<file path="src/rtl/pipe_ctl_pkg.sv">
`timescale 1ns/1ps
package pipe_ctl_pkg;

  localparam int OP_W   = 6;
  localparam int NSTG   = 4;   // decode, execute, memory, writeback
  localparam int ALU_W  = 3;
  localparam int FN_W   = 2;
  localparam int SRC_W  = 3;

  // writeback source bit positions
  localparam int SRC_RES  = 0;
  localparam int SRC_LINK = 1;
  localparam int SRC_LOAD = 2;

  typedef enum logic [ALU_W-1:0] {
    ALU_ADD = 3'd0,
    ALU_SUB = 3'd1,
    ALU_AND = 3'd2,
    ALU_XOR = 3'd3,
    ALU_SLL = 3'd4,
    ALU_SRL = 3'd5,
    ALU_LHI = 3'd6
  } alu_e;

  typedef struct packed {
    logic            vld;
    logic [OP_W-1:0] op;
  } stage_t;

  typedef struct packed {
    logic             b1;
    logic             b2;
    alu_e             alu;
    logic             imm_sel;
    logic             out1_ld;
    logic             out3_ld;
    logic [FN_W-1:0]  set_fn;
    logic             out2_ld;
    logic             out2_sel;
    logic             rd;
    logic             wr;
    logic [SRC_W-1:0] src;
    logic             we;
  } ctl_t;

endpackage

</file>
<file path="src/rtl/pipe_ctl_rst_sync.sv">
`timescale 1ns/1ps
module pipe_ctl_rst_sync #(
  parameter int DEPTH = 2
) (
  input  logic clk,
  input  logic rst_n,
  output logic rst_q_n
);

  logic [DEPTH-1:0] chain_q;
  logic [DEPTH-1:0] chain_d;

  always_comb begin
    chain_d = {chain_q[DEPTH-2:0], 1'b1};
  end

  always_ff @(posedge clk or negedge rst_n) begin
    if (!rst_n) chain_q <= '0;
    else        chain_q <= chain_d;
  end

  assign rst_q_n = chain_q[DEPTH-1];

endmodule

</file>
<file path="src/rtl/pipe_ctl_stage_reg.sv">
`timescale 1ns/1ps
module pipe_ctl_stage_reg
  import pipe_ctl_pkg::*;
(
  input  logic   clk,
  input  logic   rst_ni,
  input  logic   en,
  input  stage_t d,
  output stage_t q
);

  stage_t nxt;

  always_comb begin
    nxt = q;
    if (en) nxt = d;
  end

  always_ff @(posedge clk or negedge rst_ni) begin
    if (!rst_ni) begin
      q.vld <= 1'b0;
      q.op  <= '0;
    end else begin
      q <= nxt;
    end
  end

endmodule

</file>
<file path="src/rtl/pipe_ctl_decode.sv">
`timescale 1ns/1ps
module pipe_ctl_decode
  import pipe_ctl_pkg::*;
(
  input  stage_t slot,
  output ctl_t   ctl
);

  logic bit_a, bit_b, bit_c, bit_d, bit_e, bit_f;

  assign bit_a = slot.op[5];
  assign bit_b = slot.op[4];
  assign bit_c = slot.op[3];
  assign bit_d = slot.op[2];
  assign bit_e = slot.op[1];
  assign bit_f = slot.op[0];

  always_comb begin
    ctl = '0;
    if (slot.vld) begin
      if (bit_a) begin
        if (!bit_b) begin
          if (!bit_f && !bit_e) begin
            // register arithmetic, c/d pick the function
            ctl.alu     = alu_e'({1'b0, bit_c, bit_d});
            ctl.out1_ld = 1'b1;
            ctl.out2_ld = 1'b1;
            ctl.src[SRC_RES] = 1'b1;
            ctl.we      = 1'b1;
          end else if (!bit_f && bit_e && !bit_c) begin
            // shifts, d picks the direction
            ctl.alu     = bit_d ? ALU_SRL : ALU_SLL;
            ctl.out1_ld = 1'b1;
            ctl.out2_ld = 1'b1;
            ctl.src[SRC_RES] = 1'b1;
            ctl.we      = 1'b1;
          end else if (bit_f && !bit_e && !(bit_c && bit_d)) begin
            // compares, c/d pick the condition
            ctl.alu      = ALU_SUB;
            ctl.out3_ld  = 1'b1;
            ctl.set_fn   = {bit_c, bit_d};
            ctl.out2_ld  = 1'b1;
            ctl.out2_sel = 1'b1;
            ctl.src[SRC_RES] = 1'b1;
            ctl.we       = 1'b1;
          end
        end
      end else if (!bit_e && !bit_f) begin
        if (!bit_b) begin
          // control transfer
          ctl.b1 = !bit_c;
          ctl.b2 = bit_c | bit_d;
          if (bit_c && bit_d) begin
            ctl.src[SRC_LINK] = 1'b1;
            ctl.we            = 1'b1;
          end
        end else if (!bit_c) begin
          // memory access, address is base plus immediate
          ctl.alu     = ALU_ADD;
          ctl.imm_sel = 1'b1;
          if (bit_d) begin
            ctl.wr = 1'b1;
          end else begin
            ctl.rd = 1'b1;
            ctl.src[SRC_LOAD] = 1'b1;
            ctl.we = 1'b1;
          end
        end else begin
          // immediate arithmetic
          ctl.alu     = bit_d ? ALU_LHI : ALU_ADD;
          ctl.imm_sel = 1'b1;
          ctl.out1_ld = 1'b1;
          ctl.out2_ld = 1'b1;
          ctl.src[SRC_RES] = 1'b1;
          ctl.we      = 1'b1;
        end
      end
    end
  end

endmodule

</file>
<file path="src/rtl/pipe_ctl_decoder.sv">
`timescale 1ns/1ps
module pipe_ctl_decoder
  import pipe_ctl_pkg::*;
#(
  parameter int RST_SYNC_DEPTH = 2
) (
  input  logic             clk,
  input  logic             rst_n,
  input  logic             adv,
  input  logic             id_vld,
  input  logic [OP_W-1:0]  id_op,
  output logic             id_b1,
  output logic             id_b2,
  output logic [ALU_W-1:0] ex_alu_op,
  output logic             ex_imm_sel,
  output logic             ex_out1_ld,
  output logic             ex_out3_ld,
  output logic [FN_W-1:0]  ex_set_fn,
  output logic             mem_out2_ld,
  output logic             mem_out2_sel,
  output logic             mem_rd,
  output logic             mem_wr,
  output logic [SRC_W-1:0] wb_src,
  output logic             wb_we
);

  localparam int ST_ID  = 0;
  localparam int ST_EX  = 1;
  localparam int ST_MEM = 2;
  localparam int ST_WB  = NSTG - 1;

  logic   rst_q_n;
  stage_t stg     [NSTG];
  ctl_t   st_ctl  [NSTG];

  pipe_ctl_rst_sync #(.DEPTH(RST_SYNC_DEPTH)) u_rst (
    .clk     (clk),
    .rst_n   (rst_n),
    .rst_q_n (rst_q_n)
  );

  assign stg[ST_ID].vld = id_vld;
  assign stg[ST_ID].op  = id_op;

  for (genvar s = 1; s < NSTG; s++) begin : g_stage
    pipe_ctl_stage_reg u_reg (
      .clk    (clk),
      .rst_ni (rst_q_n),
      .en     (adv),
      .d      (stg[s-1]),
      .q      (stg[s])
    );
  end

  for (genvar s = 0; s < NSTG; s++) begin : g_dec
    pipe_ctl_decode u_dec (
      .slot (stg[s]),
      .ctl  (st_ctl[s])
    );
  end

  assign id_b1        = st_ctl[ST_ID].b1;
  assign id_b2        = st_ctl[ST_ID].b2;
  assign ex_alu_op    = st_ctl[ST_EX].alu;
  assign ex_imm_sel   = st_ctl[ST_EX].imm_sel;
  assign ex_out1_ld   = st_ctl[ST_EX].out1_ld;
  assign ex_out3_ld   = st_ctl[ST_EX].out3_ld;
  assign ex_set_fn    = st_ctl[ST_EX].set_fn;
  assign mem_out2_ld  = st_ctl[ST_MEM].out2_ld;
  assign mem_out2_sel = st_ctl[ST_MEM].out2_sel;
  assign mem_rd       = st_ctl[ST_MEM].rd;
  assign mem_wr       = st_ctl[ST_MEM].wr;
  assign wb_src       = st_ctl[ST_WB].src;
  assign wb_we        = st_ctl[ST_WB].we;

endmodule

</file>
<file path="config.mk">
export PLATFORM = sky130hd
export DESIGN_NAME = pipe_ctl_decoder
export DESIGN_NICKNAME = d
export VERILOG_FILES = /design/src/rtl/pipe_ctl_pkg.sv /design/src/rtl/pipe_ctl_rst_sync.sv /design/src/rtl/pipe_ctl_stage_reg.sv /design/src/rtl/pipe_ctl_decode.sv /design/src/rtl/pipe_ctl_decoder.sv
export SDC_FILE = /design/constraint.sdc
export NUM_CORES = 1
export LEC_CHECK = 0
export BUFFER_PORTS_ARGS = -buffer_cell sky130_fd_sc_hd__buf_4
export CAP_MARGIN = 30
export CORE_ASPECT_RATIO = 1.75
export CORE_UTILIZATION = 40
export CTS_CLUSTER_DIAMETER = 100
export DETAILED_ROUTE_END_ITERATION = 10
export HOLD_SLACK_MARGIN = 0.06
export SKIP_LAST_GASP = 1
export SLEW_MARGIN = 25
export SYNTH_ARGS = -nofsm -noshare
export SYNTH_HDL_FRONTEND = slang
export SYNTH_SLANG_ARGS = --single-unit
</file>
<file path="constraint.sdc">
create_clock -name clk -period 1.25 [get_ports clk]
set_clock_uncertainty 0.05 [all_clocks]
set_input_delay 0 -clock clk [delete_from_list [all_inputs] [get_ports clk]]
set_output_delay 0 -clock clk [all_outputs]
set_load 0.02 [all_outputs]
</file>
==> results of run 1 <==
-- power groups by stage --
stage	Clock, W	Sequential, W	Combinational, W
final	0.000463	0.000969	0.000738
after global routing	0.000495	0.000984	0.000785
after CTS	0.000473	0.000962	0.000646
after detailed placement	0	0.000963	0.000539
after global placement	0	0.000959	0.000526
after floorplan	0	0.000951	0.000305
-- repair_timing --
| item | CTS | global route |
|---|---|---|
| pin swaps | 12 | 9 |
| gates resized for setup | 20 | 15 |
| hold buffers | 10 | 0 |
| gates cloned | 0 | 1 |
| endpoints found under the hold margin | 11 | 0 |
| setup buffers | 3 | 9 |
| endpoints found under the setup margin | 16 | 16 |
-- worst register-to-register path, stage by stage, from the launching register on --
cell     delay (ns)
dfrtp_1        0.41
buf_4          0.15
buf_4          0.13
mux2_2         0.25
-- sequential cells by signal, summed over array words and instances, names as in the netlist --
register and flops:
u_rst.chain_q 2, g_stage.u_reg.q 21
-- per-layer routing --
layer  global-route usage  share of wire  vias to the layer above
li1                     -              -                      532
met1                0.219           0.35                      558
met2                0.449           0.59                       46
met3               0.0197          0.040                        8
met4               0.0833          0.019                        0
met5                    0              0                        -
-- per-stage QoR --
| step | util | instance area (sq um) | hold slack, ns | TNS (ns) |
|---|---|---|---|---|
| floorplan | - | 1210 | -0.346 | -0.433 |
| global placement | 0.570 | 1570 | -0.268 | -0.0874 |
| detailed placement | 0.570 | 1570 | -0.266 | -0.103 |
| CTS | 0.662 | 1820 | 0.0916 | -3.15 |
| global route | 0.703 | 1930 | 0.109 | -4.51 |
| finish | 0.703 | 1930 | 0.0861 | -3.35 |
-- synthesized netlist by cell type (2+ instances only) --
cell type  instances
nand4_1            2
nor2_1             7
o21ai_0            6
mux2_2            17
nand3_1            2
and2b_1            2
a21oi_1            9
nand2_1           11
nor4_1             3
buf_2              4
nor3b_1            5
inv_1              4
o22ai_1            2
dfrtp_1           23
-- area by class of cell --
class                           instances  area [sq um]
Multi-Input combinational cell         78           671
Fill cell                             221           818
Clock inverter                          1          5.00
Inverter                                4          15.0
Timing Repair Buffer                   70           593
Tap cell                               27          33.8
Clock buffer                            3          41.3
Sequential cell                        23           576
-- logic make-up (layout without fill, tap and decap cells) --
family	after synthesis	count (layout)	synth area share
flip-flops	23	23	0.491
other	1	1	0.00320
multiplexers	17	17	0.163
AO/OA/AOI/OAI	21	21	0.110
buffers and inverters	10	78	0.0459
AND/OR/NAND/NOR	39	39	0.186
-- worst max path at each step --
stage / to
floorplan: ex_set_fn[1]
global placement: ex_alu_op[2]
detailed placement: ex_alu_op[2]
CTS: ex_alu_op[2]
global route: ex_alu_op[2]
finish: ex_alu_op[2]
==> results by group, run 1 <==
Pwr
  • Total power: 0.00217 W
  • Clock network fraction of total power: 0.214
  • Reg power frac: 0.446
  • Pwr dens: 1120 nW/um^2
  • Power Internal: 0.00148 W
  • Leakage: 0.860 nW
  • Switch share: 0.319
  • IR drop worst, VDD: 684 uV
  • Part of the power in combinational logic: 0.340
  • Psw: 0.000692 W

Detailed routing
  • Drt first pass iters: 4
  • Drt drc: 0
  • Post-DR wirelength/cell: 16.8 um
  • DR vias/cell: 5.55
  • Vias: 1144
  • Number of DRC markers in iteration 0: 14
  • ANT nets after route: 0
  • Final WL: 3.46 mm

Timing
  • Final period util: 1.28
  • Min Clock Period, post-route: 1.60 ns
  • # setup viols final: 16
  • Slew Viols, Final: 0
  • Final Hold Vio Count: 0
  • Setup WS post-layout: -0.350 ns
  • Unrepaired setup endpoints after global routing: yes
  • Max Fclk: 625 MHz

Run status
  • Failing checks: negative setup slack
  • Status: finished with violations

Finish
  • Commonest cells after routing, fill and taps aside: 47 x buf_4, 23 x dfrtp_1, 17 x mux2_2
  • Commonest non-fill, non-tap cell in the layout: buf_4
  • Finished Layout Cells: 206
  • Total Nets Final: 190
  • P&R area growth vs syn: 65.2%
  • Layout cells sized above 1: 0.615
  • N_diodes: 0

Worst setup path
  • Cell mode on critical path: buf_6
  • Slowest-stage cell, CP: or4b_4
  • Flop2flop setup slack: 0.15 ns
  • Startpoint Class: flip-flop
  • Crit path from: g_stage[1].u_reg.q[1]
  • Slowest stage delay, CP: 0.45 ns
  • Worst path depth: 4
  • CP max FO: 4
  • Reg2Reg Capture Point: g_stage[1].u_reg.q[5]
  • FF-to-FF path depth: 3
  • Critical path cell sequence: buf_6 > or4b_4 > a22oi_2 > buf_6
  • RR Startpoint: g_stage[1].u_reg.q[5]
  • Worst EP arrival: 1.55 ns
  • Buf+Inv Stages, Crit Path: 2
  • Crit end category: output port
  • Critical path class: reg -> out
  • Critical Path RT: 1.20 ns
  • CP top delay family: simple AND/OR/NAND/NOR gates

Yosys
  • Ys Warns: 0
  • Netlist Area Pre-Place: 1170 sq um
  • Asr flop ratio synth: 1.00
  • Cells after Synth: 111
  • Post-synth EDFFs: 0
  • Dominant synthesized flop cell: dfrtp_1
  • Post-synth top area cell: dfrtp_1
  • Syn_area_per_cell: 10.6 sq um
  • Syn Nets: 121
  • Register area share after synthesis: 0.491
  • FF+latch count, synth: 23
  • Area contributors post-synth: dfrtp_1 49%, mux2_2 16%, a21oi_1 3.8%, nand2_1 3.5%, nor3b_1 3.2%
  • Synth top area share: 0.491
  • Yosys cell types: 28

Global route
  • Initial antenna violation count: 0
  • GRT Overall Usage: 0.221
  • Largest net degree at the start of global routing: 26
  • Vias in the first global route: 1128
  • Grt total ovfl: 0
  • First-pass GRT wire length: 5.18 mm

Placed design
  • Placed insts: 180
  • I/O Buffers: 27
  • Hpwl dp: 2.21 mm
  • Dpl ws: -0.0740 ns
  • Routability Congestion: 0.749

Floorplanning
  • Rows: 25
  • Die ar.: 3160 sq um
  • Core ar.: 2750 sq um
  • Die X: 42.9 um
  • Initial core utilization: 0.425
  • I/O pin cnt: 28
  • Die Ht: 73.6 um

Clock tree
  • Worst-Skew Late Latency: 0.26 ns
  • H-tree depth: 1
  • CTS root buffer: clkbuf_8
  • CTS Sinks: 23
  • CTS tree: built
  • CTS clock-pin slew for the worst setup and hold paths: 0.08 ns
  • CTS max path bufs: 2
  • CTS buffer count: 3

Min path
  • Hold Path Class: in -> reg
  • Hold endpoint: g_stage[3].u_reg.q[5]
  • HP Start: adv
  • Hold Path Cell Cnt: 2

Job
  • Max-Cap Viols: 0
(Power assumes the default switching activity.)
==> run 2, diff against run 1 <==
--- a/config.mk
+++ b/config.mk
@@ -8,9 +8,10 @@
 export BUFFER_PORTS_ARGS = -buffer_cell sky130_fd_sc_hd__buf_4
 export CAP_MARGIN = 30
 export CORE_ASPECT_RATIO = 1.75
-export CORE_UTILIZATION = 40
+export CORE_UTILIZATION = 35
 export CTS_CLUSTER_DIAMETER = 100
 export DETAILED_ROUTE_END_ITERATION = 10
+export GPL_TIMING_DRIVEN = 0
 export HOLD_SLACK_MARGIN = 0.06
 export SKIP_LAST_GASP = 1
 export SLEW_MARGIN = 25
==> constraint.sdc (replaced) <==
create_clock -name clk -period 1.25 [get_ports clk]
set_clock_uncertainty 0.05 [all_clocks]
set_input_delay 0 -clock clk [delete_from_list [all_inputs] [get_ports clk]]
set_output_delay 0 -clock clk [all_outputs]
set_load 0.01 [all_outputs]
==> run 2 against run 1 <==
The flow still finishes with violations (negative setup slack). Core utilization fell by 12 points. Register-to-register slack improved by 0.05 ns. Sequential power rose by 2%. Final area fell by 3.6%. Critical path type unchanged. Largest power group unchanged. Highest routed layer unchanged.
==> results by group, run 2 (synthesis gave the netlist of run 1 again) <==
Timing
  • Max Fclk: 621 MHz
  • TNS Setup: -2.92 ns
  • Final period util: 1.29
  • Slew Viols, Final: 0
  • # setup viols final: 16
  • Setup WS post-layout: -0.360 ns
  • Min Clock Period, post-route: 1.61 ns
  • Final Hold Vio Count: 0
  • Unrepaired setup endpoints after global routing: yes

Global route
  • Initial antenna violation count: 0
  • GRT Overall Usage: 0.194
  • Grt total ovfl: 0
  • Largest net degree at the start of global routing: 22
  • Vias in the first global route: 1112
  • First-pass GRT wire length: 5.15 mm

Worst setup path
  • Critical path class: reg -> out
  • Startpoint Class: flip-flop
  • Critical path cell sequence: or4b_4 > a22oi_2 > buf_4
  • Critical Path RT: 1.20 ns
  • Slowest stage delay, CP: 0.54 ns
  • Slowest-stage cell, CP: or4b_4
  • CP top delay family: simple AND/OR/NAND/NOR gates
  • Worst path depth: 3
  • Worst EP arrival: 1.56 ns
  • CP max FO: 6
  • Crit end category: output port
  • FF-to-FF path depth: 3
  • Buf+Inv Stages, Crit Path: 1
  • Flop2flop setup slack: 0.20 ns

Finish
  • Commonest non-fill, non-tap cell in the layout: buf_4
  • Layout cells sized above 1: 0.600
  • Largest Register: g_stage.u_reg.q
  • Total Nets Final: 181
  • FF/Latch Area: 584 sq um
  • FILL cells: 303
  • N_diodes: 0
  • Max reg flops: 21
  • Commonest cells after routing, fill and taps aside: 42 x buf_4, 17 x mux2_2, 16 x dfrtp_1
  • P&R area growth vs syn: 59.2%
  • Multi-input logic area: 658 sq um
  • Largest registers: g_stage.u_reg.q x21, u_rst.chain_q x2

Placed design
  • Routability Congestion: 0.798
  • I/O Buffers: 26
  • Hpwl dp: 1.91 mm
  • Dpl ws: -0.0912 ns

Floorplanning
  • Core ar.: 3180 sq um
  • Die ar.: 3590 sq um
  • Rows: 27
  • Die Ht: 78.5 um
  • I/O pin cnt: 28
  • Initial core utilization: 0.369
  • Die X: 45.7 um

Pwr
  • Pwr dens: 1110 nW/um^2
  • Leakage: 0.802 nW
  • IR drop worst, VDD: 855 uV

Run status
  • Failing checks: negative setup slack
  • Status: finished with violations

Clock tree
  • CTS max path bufs: 2
  • Worst-Skew Late Latency: 0.26 ns
  • CTS clock-pin slew for the worst setup and hold paths: 0.08 ns
  • H-tree depth: 1
  • CTS Sinks: 23
  • CTS root buffer: clkbuf_8
  • CTS buffer count: 3
  • CTS tree: built

Detailed routing
  • Drt drc: 0
  • Drt first pass iters: 4
  • Final WL: 3.13 mm
  • Post-DR wirelength/cell: 14.7 um
  • Vias: 1095
  • DR vias/cell: 5.14
  • ANT nets after route: 0
  • Number of DRC markers in iteration 0: 22

Job
  • Max-Cap Viols: 0

Min path
  • Hold Path Class: reg -> async
## run 2: cell count changes in the layout (fill, tap and decap cells not counted), moves of 2 or more
cell / delta
and2b_2: -2
and2b_1: +2
buf_6: -9
dfrtp_1: -7
buf_4: -5
dfrtp_2: +7
buf_2: +2
## run 2: final cells by class
cell class,count,share of cell area
inverters,4,0.00805
repair buffers,55,0.250
clock buffers,3,0.0221
flip-flops and latches,23,0.313
well taps,43,0.0289
multi-input cells,78,0.353
plain buffers,6,0.0221
clock inverters,1,0.00268
## run 2: layer usage
metal | track usage | share of wire | vias to the layer above
li1 | - | - | 513
met1 | 0.199 | 0.37 | 549
met5 | 0 | 0 | -
met4 | 0.0647 | 0.0054 | 0
met2 | 0.379 | 0.59 | 31
met3 | 0.0161 | 0.033 | 2
## run 2: per-stage QoR
step | cells | instance area [sq um] | hold slack [ns] | utilization | total power, W
after detailed placement | 180 | 1430 | -0.267 | 0.449 | 0.00136
after floorplan | 111 | 1180 | -0.346 | - | 0.00121
after CTS | 209 | 1770 | 0.134 | 0.558 | 0.00202
final | 213 | 1860 | 0.104 | 0.587 | 0.00208
after global placement | 180 | 1430 | -0.267 | 0.449 | 0.00134
after global routing | 213 | 1860 | 0.145 | 0.587 | 0.00218
## run 2: worst reg2reg max path: stages, from the launching register on
cell     delay [ns]
dfrtp_1        0.38
buf_6          0.12
buf_4          0.14
mux2_2         0.25
## run 2: report_power, final
group	switching [W]	internal (W)	leakage [nW]
Combinational	0.000263	0.000366	0.510
Sequential	0.000138	0.000848	0.266
Clock	0.000239	0.000222	0.0255
## run 2: final timing paths
check	startpoint	to
max	g_stage[1].u_reg.q[4]	ex_alu_op[2]
min	u_rst.chain_q[1]	g_stage[1].u_reg.q[1]
max reg2reg	g_stage[1].u_reg.q[0]	g_stage[1].u_reg.q[0]
min reg2reg	u_rst.chain_q[1]	g_stage[1].u_reg.q[1]
max in group asynchronous	rst_n	u_rst.chain_q[0]
min in group clk	adv	g_stage[1].u_reg.q[6]
## run 2: timing repair
| action | 4_1_cts | 5_1_grt |
|---|---|---|
| hold buffers | 10 | 0 |
| resized for setup | 22 | 10 |
| hold endpoints to repair | 13 | 0 |
| buffers inserted | 15 | 4 |
| endpoints found under the setup margin | 16 | 18 |
| pin swaps | 13 | 9 |
